### config.mk
export PLATFORM = sky130hd
export DESIGN_NAME = bfly_barrier_node
export DESIGN_NICKNAME = d
export VERILOG_FILES = /design/src/rtl/bfly_pkg.sv /design/src/rtl/bfly_peer_map.sv /design/src/rtl/bfly_arrival_flags.sv /design/src/rtl/bfly_stage_seq.sv /design/src/rtl/bfly_barrier_node.sv
export SDC_FILE = /design/constraint.sdc
export NUM_CORES = 1
export LEC_CHECK = 0
export BUFFER_PORTS_ARGS = -buffer_cell sky130_fd_sc_hd__buf_4
export CORE_AREA = 5 5 42 44
export CTS_CLUSTER_SIZE = 40
export DETAILED_ROUTE_END_ITERATION = 12
export DIE_AREA = 0 0 47 49
export GPL_ROUTABILITY_DRIVEN = 0
export PLACE_DENSITY_LB_ADDON = 0.25
export SYNTH_ARGS = -nofsm -noshare
export SYNTH_HDL_FRONTEND = slang
export SYNTH_SLANG_ARGS = --single-unit
### constraint.sdc
create_clock -name clk -period 3.3 [get_ports clk]
set_input_delay 0.66 -clock clk [delete_from_list [all_inputs] [get_ports clk]]
set_output_delay 0.66 -clock clk [all_outputs]
set_load 0.05 [all_outputs]
### src/rtl/bfly_pkg.sv
`timescale 1ns/1ps
package bfly_pkg;

    typedef enum logic {
        SEQ_IDLE = 1'b0,
        SEQ_RUN  = 1'b1
    } seq_state_e;

    // Partner of a node at a given stage: flip exactly one id bit.
    function automatic logic [31:0] peer_of(input logic [31:0] id, input int unsigned stg);
        return id ^ (32'd1 << stg);
    endfunction

    // Stage-field width; at least one bit.
    function automatic int unsigned stage_width(input int unsigned stages);
        return (stages > 1) ? $clog2(stages) : 1;
    endfunction

endpackage

### src/rtl/bfly_peer_map.sv
`timescale 1ns/1ps
module bfly_peer_map
    import bfly_pkg::*;
#(
    parameter int unsigned ID_W   = 3,
    parameter int unsigned STAGES = 3,
    parameter int unsigned STG_W  = 2
) (
    input  logic [ID_W-1:0]   node_id,
    input  logic [STG_W-1:0]  cur_stage,
    input  logic              rx_valid,
    input  logic [ID_W-1:0]   rx_src,
    input  logic [STG_W-1:0]  rx_stage,
    output logic [ID_W-1:0]   tx_dst,
    output logic [STAGES-1:0] hit
);

    assign tx_dst = ID_W'(peer_of(32'(node_id), 32'(cur_stage)));

    for (genvar i = 0; i < STAGES; i++) begin : g_stage
        logic [ID_W-1:0] expect_src;
        assign expect_src = ID_W'(peer_of(32'(node_id), i));
        assign hit[i] = rx_valid
                     && (rx_stage == STG_W'(i))
                     && (rx_src == expect_src);
    end

endmodule

### src/rtl/bfly_arrival_flags.sv
`timescale 1ns/1ps
module bfly_arrival_flags #(
    parameter int unsigned STAGES = 3
) (
    input  logic              clk,
    input  logic              rst,
    input  logic [STAGES-1:0] hit,
    input  logic [STAGES-1:0] consume,
    output logic [STAGES-1:0] arrived
);

    for (genvar i = 0; i < STAGES; i++) begin : g_flag
        logic flag_q;

        // A new arrival wins over consumption in the same cycle.
        always_ff @(posedge clk) begin
            if (rst) flag_q <= 1'b0;
            else     flag_q <= hit[i] | (flag_q & ~consume[i]);
        end

        assign arrived[i] = flag_q;

        AST_ARRIVAL_KEPT: assert property (@(posedge clk) disable iff (rst)
            hit[i] |=> arrived[i]);

        AST_FLAG_SOURCE: assert property (@(posedge clk) disable iff (rst)
            $rose(arrived[i]) |-> $past(hit[i]));

        AST_FLAG_CLEARED: assert property (@(posedge clk) disable iff (rst)
            (consume[i] && !hit[i]) |=> !arrived[i]);
    end

endmodule

### src/rtl/bfly_stage_seq.sv
`timescale 1ns/1ps
module bfly_stage_seq
    import bfly_pkg::*;
#(
    parameter int unsigned STAGES = 3,
    parameter int unsigned STG_W  = 2
) (
    input  logic              clk,
    input  logic              rst,
    input  logic              bar_req,
    input  logic              tx_ready,
    input  logic [STAGES-1:0] arrived,
    output logic              tx_valid,
    output logic [STG_W-1:0]  cur_stage,
    output logic [STAGES-1:0] consume,
    output logic              bar_done
);

    localparam logic [STG_W-1:0] LAST_STG = STG_W'(STAGES - 1);

    seq_state_e       state_q;
    logic [STG_W-1:0] stage_q;
    logic             sent_q;
    logic             done_q;
    logic             tx_fire;
    logic             sent_eff;
    logic             cur_arrived;
    logic             adv;

    assign tx_valid    = (state_q == SEQ_RUN) && !sent_q;
    assign tx_fire     = tx_valid && tx_ready;
    assign sent_eff    = sent_q || tx_fire;
    assign cur_arrived = arrived[stage_q];
    assign adv         = (state_q == SEQ_RUN) && sent_eff && cur_arrived;
    assign cur_stage   = stage_q;
    assign bar_done    = done_q;

    always_comb begin
        for (int i = 0; i < STAGES; i++) begin
            consume[i] = adv && (stage_q == STG_W'(i));
        end
    end

    always_ff @(posedge clk) begin
        if (rst) begin
            state_q <= SEQ_IDLE;
            stage_q <= '0;
            sent_q  <= 1'b0;
            done_q  <= 1'b0;
        end else begin
            done_q <= 1'b0;
            case (state_q)
                SEQ_IDLE: begin
                    if (bar_req) begin
                        state_q <= SEQ_RUN;
                        stage_q <= '0;
                        sent_q  <= 1'b0;
                    end
                end
                SEQ_RUN: begin
                    if (adv) begin
                        sent_q <= 1'b0;
                        if (stage_q == LAST_STG) begin
                            state_q <= SEQ_IDLE;
                            stage_q <= '0;
                            done_q  <= 1'b1;
                        end else begin
                            stage_q <= stage_q + STG_W'(1);
                        end
                    end else if (tx_fire) begin
                        sent_q <= 1'b1;
                    end
                end
                default: state_q <= SEQ_IDLE;
            endcase
        end
    end

    AST_DONE_PULSE: assert property (@(posedge clk) disable iff (rst)
        bar_done |=> !bar_done);

    AST_IDLE_SILENT: assert property (@(posedge clk) disable iff (rst)
        bar_done |-> !tx_valid);

    AST_TX_HOLD: assert property (@(posedge clk) disable iff (rst)
        (tx_valid && !tx_ready) |=> (tx_valid && $stable(cur_stage)));

    AST_STAGE_STEP: assert property (@(posedge clk) disable iff (rst)
        ($past(state_q) == SEQ_RUN && state_q == SEQ_RUN && cur_stage != $past(cur_stage))
        |-> (cur_stage == $past(cur_stage) + STG_W'(1)));

    AST_ADV_NEEDS_PEER: assert property (@(posedge clk) disable iff (rst)
        ($past(state_q) == SEQ_RUN && (state_q == SEQ_IDLE || cur_stage != $past(cur_stage)))
        |-> $past(cur_arrived));

    AST_ADV_NEEDS_SEND: assert property (@(posedge clk) disable iff (rst)
        ($past(state_q) == SEQ_RUN && (state_q == SEQ_IDLE || cur_stage != $past(cur_stage)))
        |-> $past(sent_q || (tx_valid && tx_ready)));

    AST_BUSY_REQ_IGNORED: assert property (@(posedge clk) disable iff (rst)
        (state_q == SEQ_RUN && !arrived[stage_q]) |=> (state_q == SEQ_RUN && $stable(cur_stage)));

endmodule

### src/rtl/bfly_barrier_node.sv
`timescale 1ns/1ps
module bfly_barrier_node
    import bfly_pkg::*;
#(
    parameter int unsigned NODES  = 8,
    parameter int unsigned ID_W   = $clog2(NODES),
    parameter int unsigned STAGES = $clog2(NODES),
    parameter int unsigned STG_W  = stage_width(STAGES)
) (
    input  logic             clk,
    input  logic             rst,
    input  logic [ID_W-1:0]  node_id,
    input  logic             bar_req,
    output logic             bar_done,
    output logic             tx_valid,
    input  logic             tx_ready,
    output logic [ID_W-1:0]  tx_dst,
    output logic [ID_W-1:0]  tx_src,
    output logic [STG_W-1:0] tx_stage,
    input  logic             rx_valid,
    input  logic [ID_W-1:0]  rx_src,
    input  logic [STG_W-1:0] rx_stage
);

    logic [STAGES-1:0] hit;
    logic [STAGES-1:0] consume;
    logic [STAGES-1:0] arrived;
    logic [STG_W-1:0]  cur_stage;

    initial begin
        if (NODES < 2 || (NODES & (NODES - 1)) != 0)
            $error("NODES must be a power of two, at least 2");
    end

    bfly_peer_map #(
        .ID_W   (ID_W),
        .STAGES (STAGES),
        .STG_W  (STG_W)
    ) u_peer (
        .node_id   (node_id),
        .cur_stage (cur_stage),
        .rx_valid  (rx_valid),
        .rx_src    (rx_src),
        .rx_stage  (rx_stage),
        .tx_dst    (tx_dst),
        .hit       (hit)
    );

    bfly_arrival_flags #(
        .STAGES (STAGES)
    ) u_flags (
        .clk     (clk),
        .rst     (rst),
        .hit     (hit),
        .consume (consume),
        .arrived (arrived)
    );

    bfly_stage_seq #(
        .STAGES (STAGES),
        .STG_W  (STG_W)
    ) u_seq (
        .clk       (clk),
        .rst       (rst),
        .bar_req   (bar_req),
        .tx_ready  (tx_ready),
        .arrived   (arrived),
        .tx_valid  (tx_valid),
        .cur_stage (cur_stage),
        .consume   (consume),
        .bar_done  (bar_done)
    );

    assign tx_src   = node_id;
    assign tx_stage = cur_stage;

    AST_DST_DIFFERS_ONE_BIT: assert property (@(posedge clk) disable iff (rst)
        tx_valid |-> ($countones(tx_dst ^ node_id) == 1));

    AST_RESET_QUIET: assert property (@(posedge clk)
        $past(rst) |-> (!bar_done && !tx_valid));

endmodule

==> results of run 1 <==
cell usage in the layout, fill, tap and decap left out:
cell	netlist	layout
nand3b_4	1	1
nand2_1	4	4
nor4b_2	1	1
nand4_1	1	1
xnor2_1	3	3
o311ai_1	2	2
nor3_1	2	2
o21ai_2	1	1
o211ai_1	2	2
inv_2	2	2
xor2_1	3	3
and4_1	1	1
buf_4	3	22
o21ai_0	1	1
nand3_1	5	5
nor3b_2	1	1
dfxtp_1	8	8
a21oi_1	3	3
nor2_1	6	6
clkbuf_4	0	3
mux2i_1	1	1
a32o_2	2	2
nand2b_1	2	2
nor2b_1	3	3
sequential cells by signal, indices dropped and copies added (netlist names):
register               cells
u_flags.g_flag.flag_q      3
u_seq.cur_stage            2
u_seq.bar_done             1
u_seq.sent_q               1
u_seq.state_q              1
layer usage:
layer | GRT usage (%) | vias up | part of all wire [%]
met3 | 5.54 | 4 | 6.6
met2 | 16.7 | 16 | 52
met1 | 11.5 | 238 | 40
li1 | - | 256 | -
met5 | 0 | - | 0
met4 | 2.76 | 0 | 1.2
power groups by stage:
stage / Combinational [mW] / Sequential [mW] / Clock, mW
5_1_grt: 0.0628 / 0.103 / 0.0792
4_1_cts: 0.0596 / 0.102 / 0.0720
3_5_place_dp: 0.0594 / 0.104 / 0
2_1_floorplan: 0.0367 / 0.103 / 0
3_3_place_gp: 0.0584 / 0.104 / 0
6_report: 0.0591 / 0.102 / 0.0696
worst max-delay path: stages (launching register included):
cell,delay (ps)
dfxtp_1,590
nand2b_1,180
xnor2_1,130
buf_4,220
through the flow:
step	utilization (%)	worst slack (ps)	power, mW	instances
5_1_grt	49.1	1180	0.245	96
2_1_floorplan	-	794	0.140	60
3_3_place_gp	47.5	1510	0.163	93
4_1_cts	49.1	1250	0.234	96
6_report	49.1	1260	0.231	96
3_5_place_dp	47.5	1460	0.163	93
cell families after synthesis:
kind of cell / after synthesis
simple gates: 27
compound gates: 11
flops: 8
buf+inv: 7
xor+xnor: 6
mux: 1
worst max-delay path by stage:
| stage | startpoint | to | slack [ps] |
|---|---|---|---|
| after floorplan | u_seq.cur_stage[1] | tx_dst[2] | 790 |
| after global placement | node_id[2] | tx_dst[2] | 1510 |
| after detailed placement | node_id[1] | tx_dst[1] | 1460 |
| after CTS | u_seq.cur_stage[1] | tx_dst[1] | 1250 |
| after global routing | u_seq.cur_stage[1] | tx_dst[1] | 1180 |
| final | u_seq.cur_stage[1] | tx_dst[1] | 1260 |
area by class of cell:
| type | instances | area [µm²] | area share [%] |
|---|---|---|---|
| multi-input cells | 45 | 313 | 45.5 |
| repair buffers | 22 | 165 | 24.0 |
| flip-flops and latches | 8 | 160 | 23.3 |
| clock buffers | 3 | 22.5 | 3.27 |
| well taps | 16 | 20.0 | 2.91 |
| inverters | 2 | 7.51 | 1.09 |
==> results.sh, run 1 <==
export IMPL_outcome="finished, final reports clean"
export IMPL_sw_frac_of_total_pct=28.9
export IMPL_vdd_drop_max_mv=0.224
export IMPL_io_pins=23
export IMPL_fin_crit_ps=2040
export IMPL_combPwrFrac_pct=25.6
export IMPL_post_cts_resized=0
export IMPL_synth_top_area_share_pct=31.2
export IMPL_crit_required_ps=2640
export IMPL_cts_sinks=8
export IMPL_antenna_cells=0
export IMPL_min_path_cells=2
export IMPL_cts_htree_levels=1
export IMPL_drt_iter0_drc=10
export IMPL_dr_pass1_iters=4
export IMPL_worstPathMaxFanout=12
export IMPL_post_route_period_util_pct=61.8
export IMPL_crit_arrival_ps=1380
export IMPL_fillers=142
export IMPL_synth_top_family_by_area="simple AND/OR/NAND/NOR gates"
export IMPL_start_util_pct=36.6
export IMPL_leakagePower_nw=0.326
export IMPL_synth_area_leader_cell="dfxtp_1"
export IMPL_cts_hold_buf=0
export IMPL_place_area_um2=666
export IMPL_cts_buffers=3
export IMPL_grt_pass1_vias=435
export IMPL_coreArea_um2=1400
export IMPL_yosysMostFrequentCell="dfxtp_1"
export IMPL_synth_flop_cell="dfxtp_1"
export IMPL_vias=514
export IMPL_rsz0062_at_grt="no"
export IMPL_hp_class="flip-flop to flip-flop"
export IMPL_async_flop_share_pct=0
export IMPL_synth_compound_area_share_pct=16.3
export IMPL_cts_path_max_buffers=2
export IMPL_hp_start="u_flags.g_flag[0].flag_q"
export IMPL_fmax_ghz=0.491
export IMPL_ys_warn_count=0
export IMPL_power_internal_mw=0.164
export IMPL_slew_viol_final=0
export IMPL_overflow=0
export IMPL_vias_per_cell=5.35
export IMPL_path_class="flip-flop to output pin"
export IMPL_pwr_share_seq_pct=44.3
export IMPL_synth_edf_count=0
export IMPL_final_layout_size_suffix_gt1_share_pct=41.3
export IMPL_cts_tree="done"
export IMPL_synth_seq_cells=8
export IMPL_fp_dieH_um=49
export IMPL_drt_antenna_violating_nets=0
export IMPL_synth_adder_area_share_pct=0
export IMPL_synthXorXnorAreaFrac_pct=10.2
export IMPL_worstMarginPinSlew_ps=452
export IMPL_synth_simple_area_share_pct=32.4
export IMPL_grt_first_pass_wirelength_um=1770
export IMPL_dp_hpwl_um=950
export IMPL_hold_viol_final=0
export IMPL_root_buffer="clkbuf_4"
export IMPL_clock_power_share_pct=30.1
export IMPL_holdWs_ps=493
export IMPL_finalSetupTns_ps=0
export IMPL_synthTopCellsByArea="dfxtp_1 (31%), xnor2_1 (5.1%), xor2_1 (5.1%)"
export IMPL_die_w_um=47
export IMPL_num_rows=14
export IMPL_hold_path_end="u_flags.g_flag[0].flag_q"
export IMPL_area_growth_pct=34.1
export IMPL_io_buffers=22
export IMPL_finalInstanceArea_um2=688
export IMPL_synth_common_cells="dfxtp_1 (8), nor2_1 (6), nand3_1 (5)"
export IMPL_synth_avg_cell_area_um2=8.55
export IMPL_syn_area_um2=513
export IMPL_p_per_area_nw_per_um2=336
export IMPL_track_usage_pct=10.4
export IMPL_synth_nets=73
export IMPL_fin_nets=95
export IMPL_critPathLaunchType="flip-flop"
export IMPL_path_clk_slew_ps=50
export IMPL_syn_inst=60
export IMPL_antenna_found_initial=0
export IMPL_clock_skew_ps=3.27
export IMPL_muxShareOfSynthArea_pct=1.95
export IMPL_setup_viol=0
export IMPL_switchingPower_mw=0.0667
export IMPL_slew_headroom_pct=69.9
export IMPL_seq_area_frac_synth_pct=31.2
export IMPL_wire_per_inst_um=12.1
export IMPL_post_route_drc_count=0
export IMPL_clk_latency_ps=250
export IMPL_regToRegSetupSlack_ps=2050
export IMPL_cp_end_kind="output pin"
export IMPL_rr_worst_depth=4
export IMPL_r2r_start="u_seq.cur_stage[1]"
export IMPL_die_area_um2=2300
export IMPL_cts_setup_buffers=0
export IMPL_routed_wirelength_um=1160
export IMPL_drv_cap=0
export IMPL_grt_max_degree=13
export IMPL_synth_distinct_cells=24
export IMPL_r2r_end="u_flags.g_flag[2].flag_q"
(Power assumes the default switching activity.)
==> inputs of run 2 (changes only) <==
- CORE_AREA: 5 5 42 44 -> not set
- CORE_MARGIN: not set -> 5
- CORE_UTILIZATION: not set -> 39
- DIE_AREA: 0 0 47 49 -> not set
- clock period: 3.3 -> 1.74 ns (I/O delays scaled with it)
==> run 2 against run 1 <==
  * Cell area rose by 8.4%
  * Non-clock buffer count unchanged
  * Global-route usage increased by 3.2 points
  * Clock-buffer cell count is the same
  * Critical path type unchanged
  * Critical endpoint unchanged
==> results.sh, run 2 (synthesis gave the netlist of run 1 again) <==
export IMPL_endpoint="tx_dst[1]"
export IMPL_antenna_cells=0
export IMPL_outcome="finished, final reports clean"
export IMPL_die_area_um2=2140
export IMPL_io_buffers=22
export IMPL_post_route_drc_count=0
export IMPL_start_util_pct=40.4
export IMPL_root_buffer="clkbuf_4"
export IMPL_num_rows=13
export IMPL_startpoint="u_seq.cur_stage[1]"
export IMPL_cts_path_max_buffers=2
export IMPL_overflow=0
export IMPL_grt_max_degree=13
export IMPL_regToRegSetupSlack_ps=560
export IMPL_leakagePower_nw=0.347
export IMPL_clock_skew_ps=9.45
export IMPL_crit_required_ps=1390
export IMPL_drt_iter0_drc=12
export IMPL_grt_first_pass_wirelength_um=2060
export IMPL_grt_pass1_vias=464
export IMPL_r2r_start="u_seq.state_q"
export IMPL_path_class="flip-flop to output pin"
export IMPL_routed_wirelength_um=1210
export IMPL_fin_crit_ps=1660
export IMPL_io_pins=23
export IMPL_cp_end_kind="output pin"
export IMPL_rsz0062_at_grt="no"
export IMPL_die_w_um=46.3
export IMPL_critPathLaunchType="flip-flop"
export IMPL_cts_hold_buf=0
export IMPL_worstMarginPinSlew_ps=293
export IMPL_fmax_ghz=0.604
export IMPL_fp_dieH_um=46.3
export IMPL_regMostFlops="u_flags.g_flag.flag_q"
export IMPL_holdWs_ps=308
export IMPL_post_route_period_util_pct=95.2
export IMPL_vias_per_cell=5.39
export IMPL_cts_buffers=3
export IMPL_setup_viol=0
export IMPL_p_per_area_nw_per_um2=618
export IMPL_largest_register_ffs=3
export IMPL_track_usage_pct=13.6
export IMPL_antenna_found_initial=0
export IMPL_slew_headroom_pct=80.4
export IMPL_vdd_drop_max_mv=0.437
export IMPL_area_growth_pct=45.4
export IMPL_path_clk_slew_ps=60
export IMPL_cts_setup_buffers=0
export IMPL_fin_nets=95
export IMPL_hold_viol_final=0
export IMPL_finalSetupTns_ps=0
export IMPL_hp_class="input port to flip-flop"
export IMPL_fillers=120
export IMPL_crit_arrival_ps=1310
export IMPL_cts_sinks=8
export IMPL_vias=512
export IMPL_cts_htree_levels=1
export IMPL_wire_per_inst_um=12.8
export IMPL_worstPathMaxFanout=12
export IMPL_layout_cells_most_common="buf_4"
export IMPL_mostFrequentLayoutCells="buf_4 (22), nor2_1 (6), dfxtp_1 (6), nand3_1 (5), nand2_1 (4)"
export IMPL_dp_hpwl_um=985
export IMPL_cts_tree="done"
export IMPL_drv_cap=0
export IMPL_dr_pass1_iters=4
export IMPL_final_layout_size_suffix_gt1_share_pct=47.5
export IMPL_rr_worst_depth=4
export IMPL_drt_antenna_violating_nets=0
export IMPL_coreArea_um2=1270
export IMPL_hp_start="rst"
export IMPL_r2r_end="u_flags.g_flag[1].flag_q"
export IMPL_slew_viol_final=0
export IMPL_clk_latency_ps=260
## run 2: cell types whose count changed in the layout (fill, tap and decap cells not counted)
cell | previous run | this run
dfxtp_1 | 8 | 6
dfxtp_2 | 0 | 2
xnor2_1 | 3 | 1
xnor2_4 | 0 | 2
xor2_1 | 3 | 2
xor2_4 | 0 | 1
## run 2: area by class of cell
| cell class | count | area [µm²] | area share [%] |
|---|---|---|---|
| clock buffers | 3 | 22.5 | 3.02 |
| inverters | 2 | 7.51 | 1.01 |
| multi-input cells | 45 | 369 | 49.5 |
| flip-flops and latches | 8 | 163 | 21.8 |
| well taps | 15 | 18.8 | 2.52 |
| repair buffers | 22 | 165 | 22.1 |
## run 2: worst max-delay path, cell delays in order (launching register included)
cell      delay (ps)
dfxtp_2          470
nand2b_1         240
xnor2_4          130
buf_4            210
## run 2: per-layer routing
metal	wire, µm	up-vias	global-route usage, %
li1	-	253	-
met4	11	0	3.41
met2	605	15	20.3
met3	102	2	5.08
met1	492	242	18.1
met5	0	-	0
## run 2: worst min path at each step
stage | end | slack, ps | cells after the start
finish | u_seq.cur_stage[0] | 310 | 2
global route | u_flags.g_flag[1].flag_q | 310 | 2
floorplan | u_seq.cur_stage[1] | 410 | 1
CTS | u_seq.cur_stage[1] | 310 | 2
global placement | u_flags.g_flag[0].flag_q | 470 | 2
detailed placement | u_flags.g_flag[0].flag_q | 490 | 2
## run 2: where the power goes
group	internal (mW)	switching, mW
Clock	0.0792	0.0672
Sequential	0.188	0.00588
Combinational	0.0506	0.0706
Total	0.318	0.144
## run 2: repair_timing
action                                 in CTS  in global routing
resized for setup                           0                  1
endpoints found under the hold margin       0                  0
setup endpoints to repair                   0                  2
## run 2: per-stage QoR
stage	instances	utilization, %	worst slack [ps]	power, mW	cell area [µm²]
after floorplan	60	-	0.0390	0.272	571
after global placement	92	56.9	332	0.319	722
after detailed placement	92	56.9	300	0.319	722
after CTS	95	58.7	20.9	0.463	744
after global routing	95	58.8	3.16	0.485	746
final	95	58.8	84.1	0.461	746
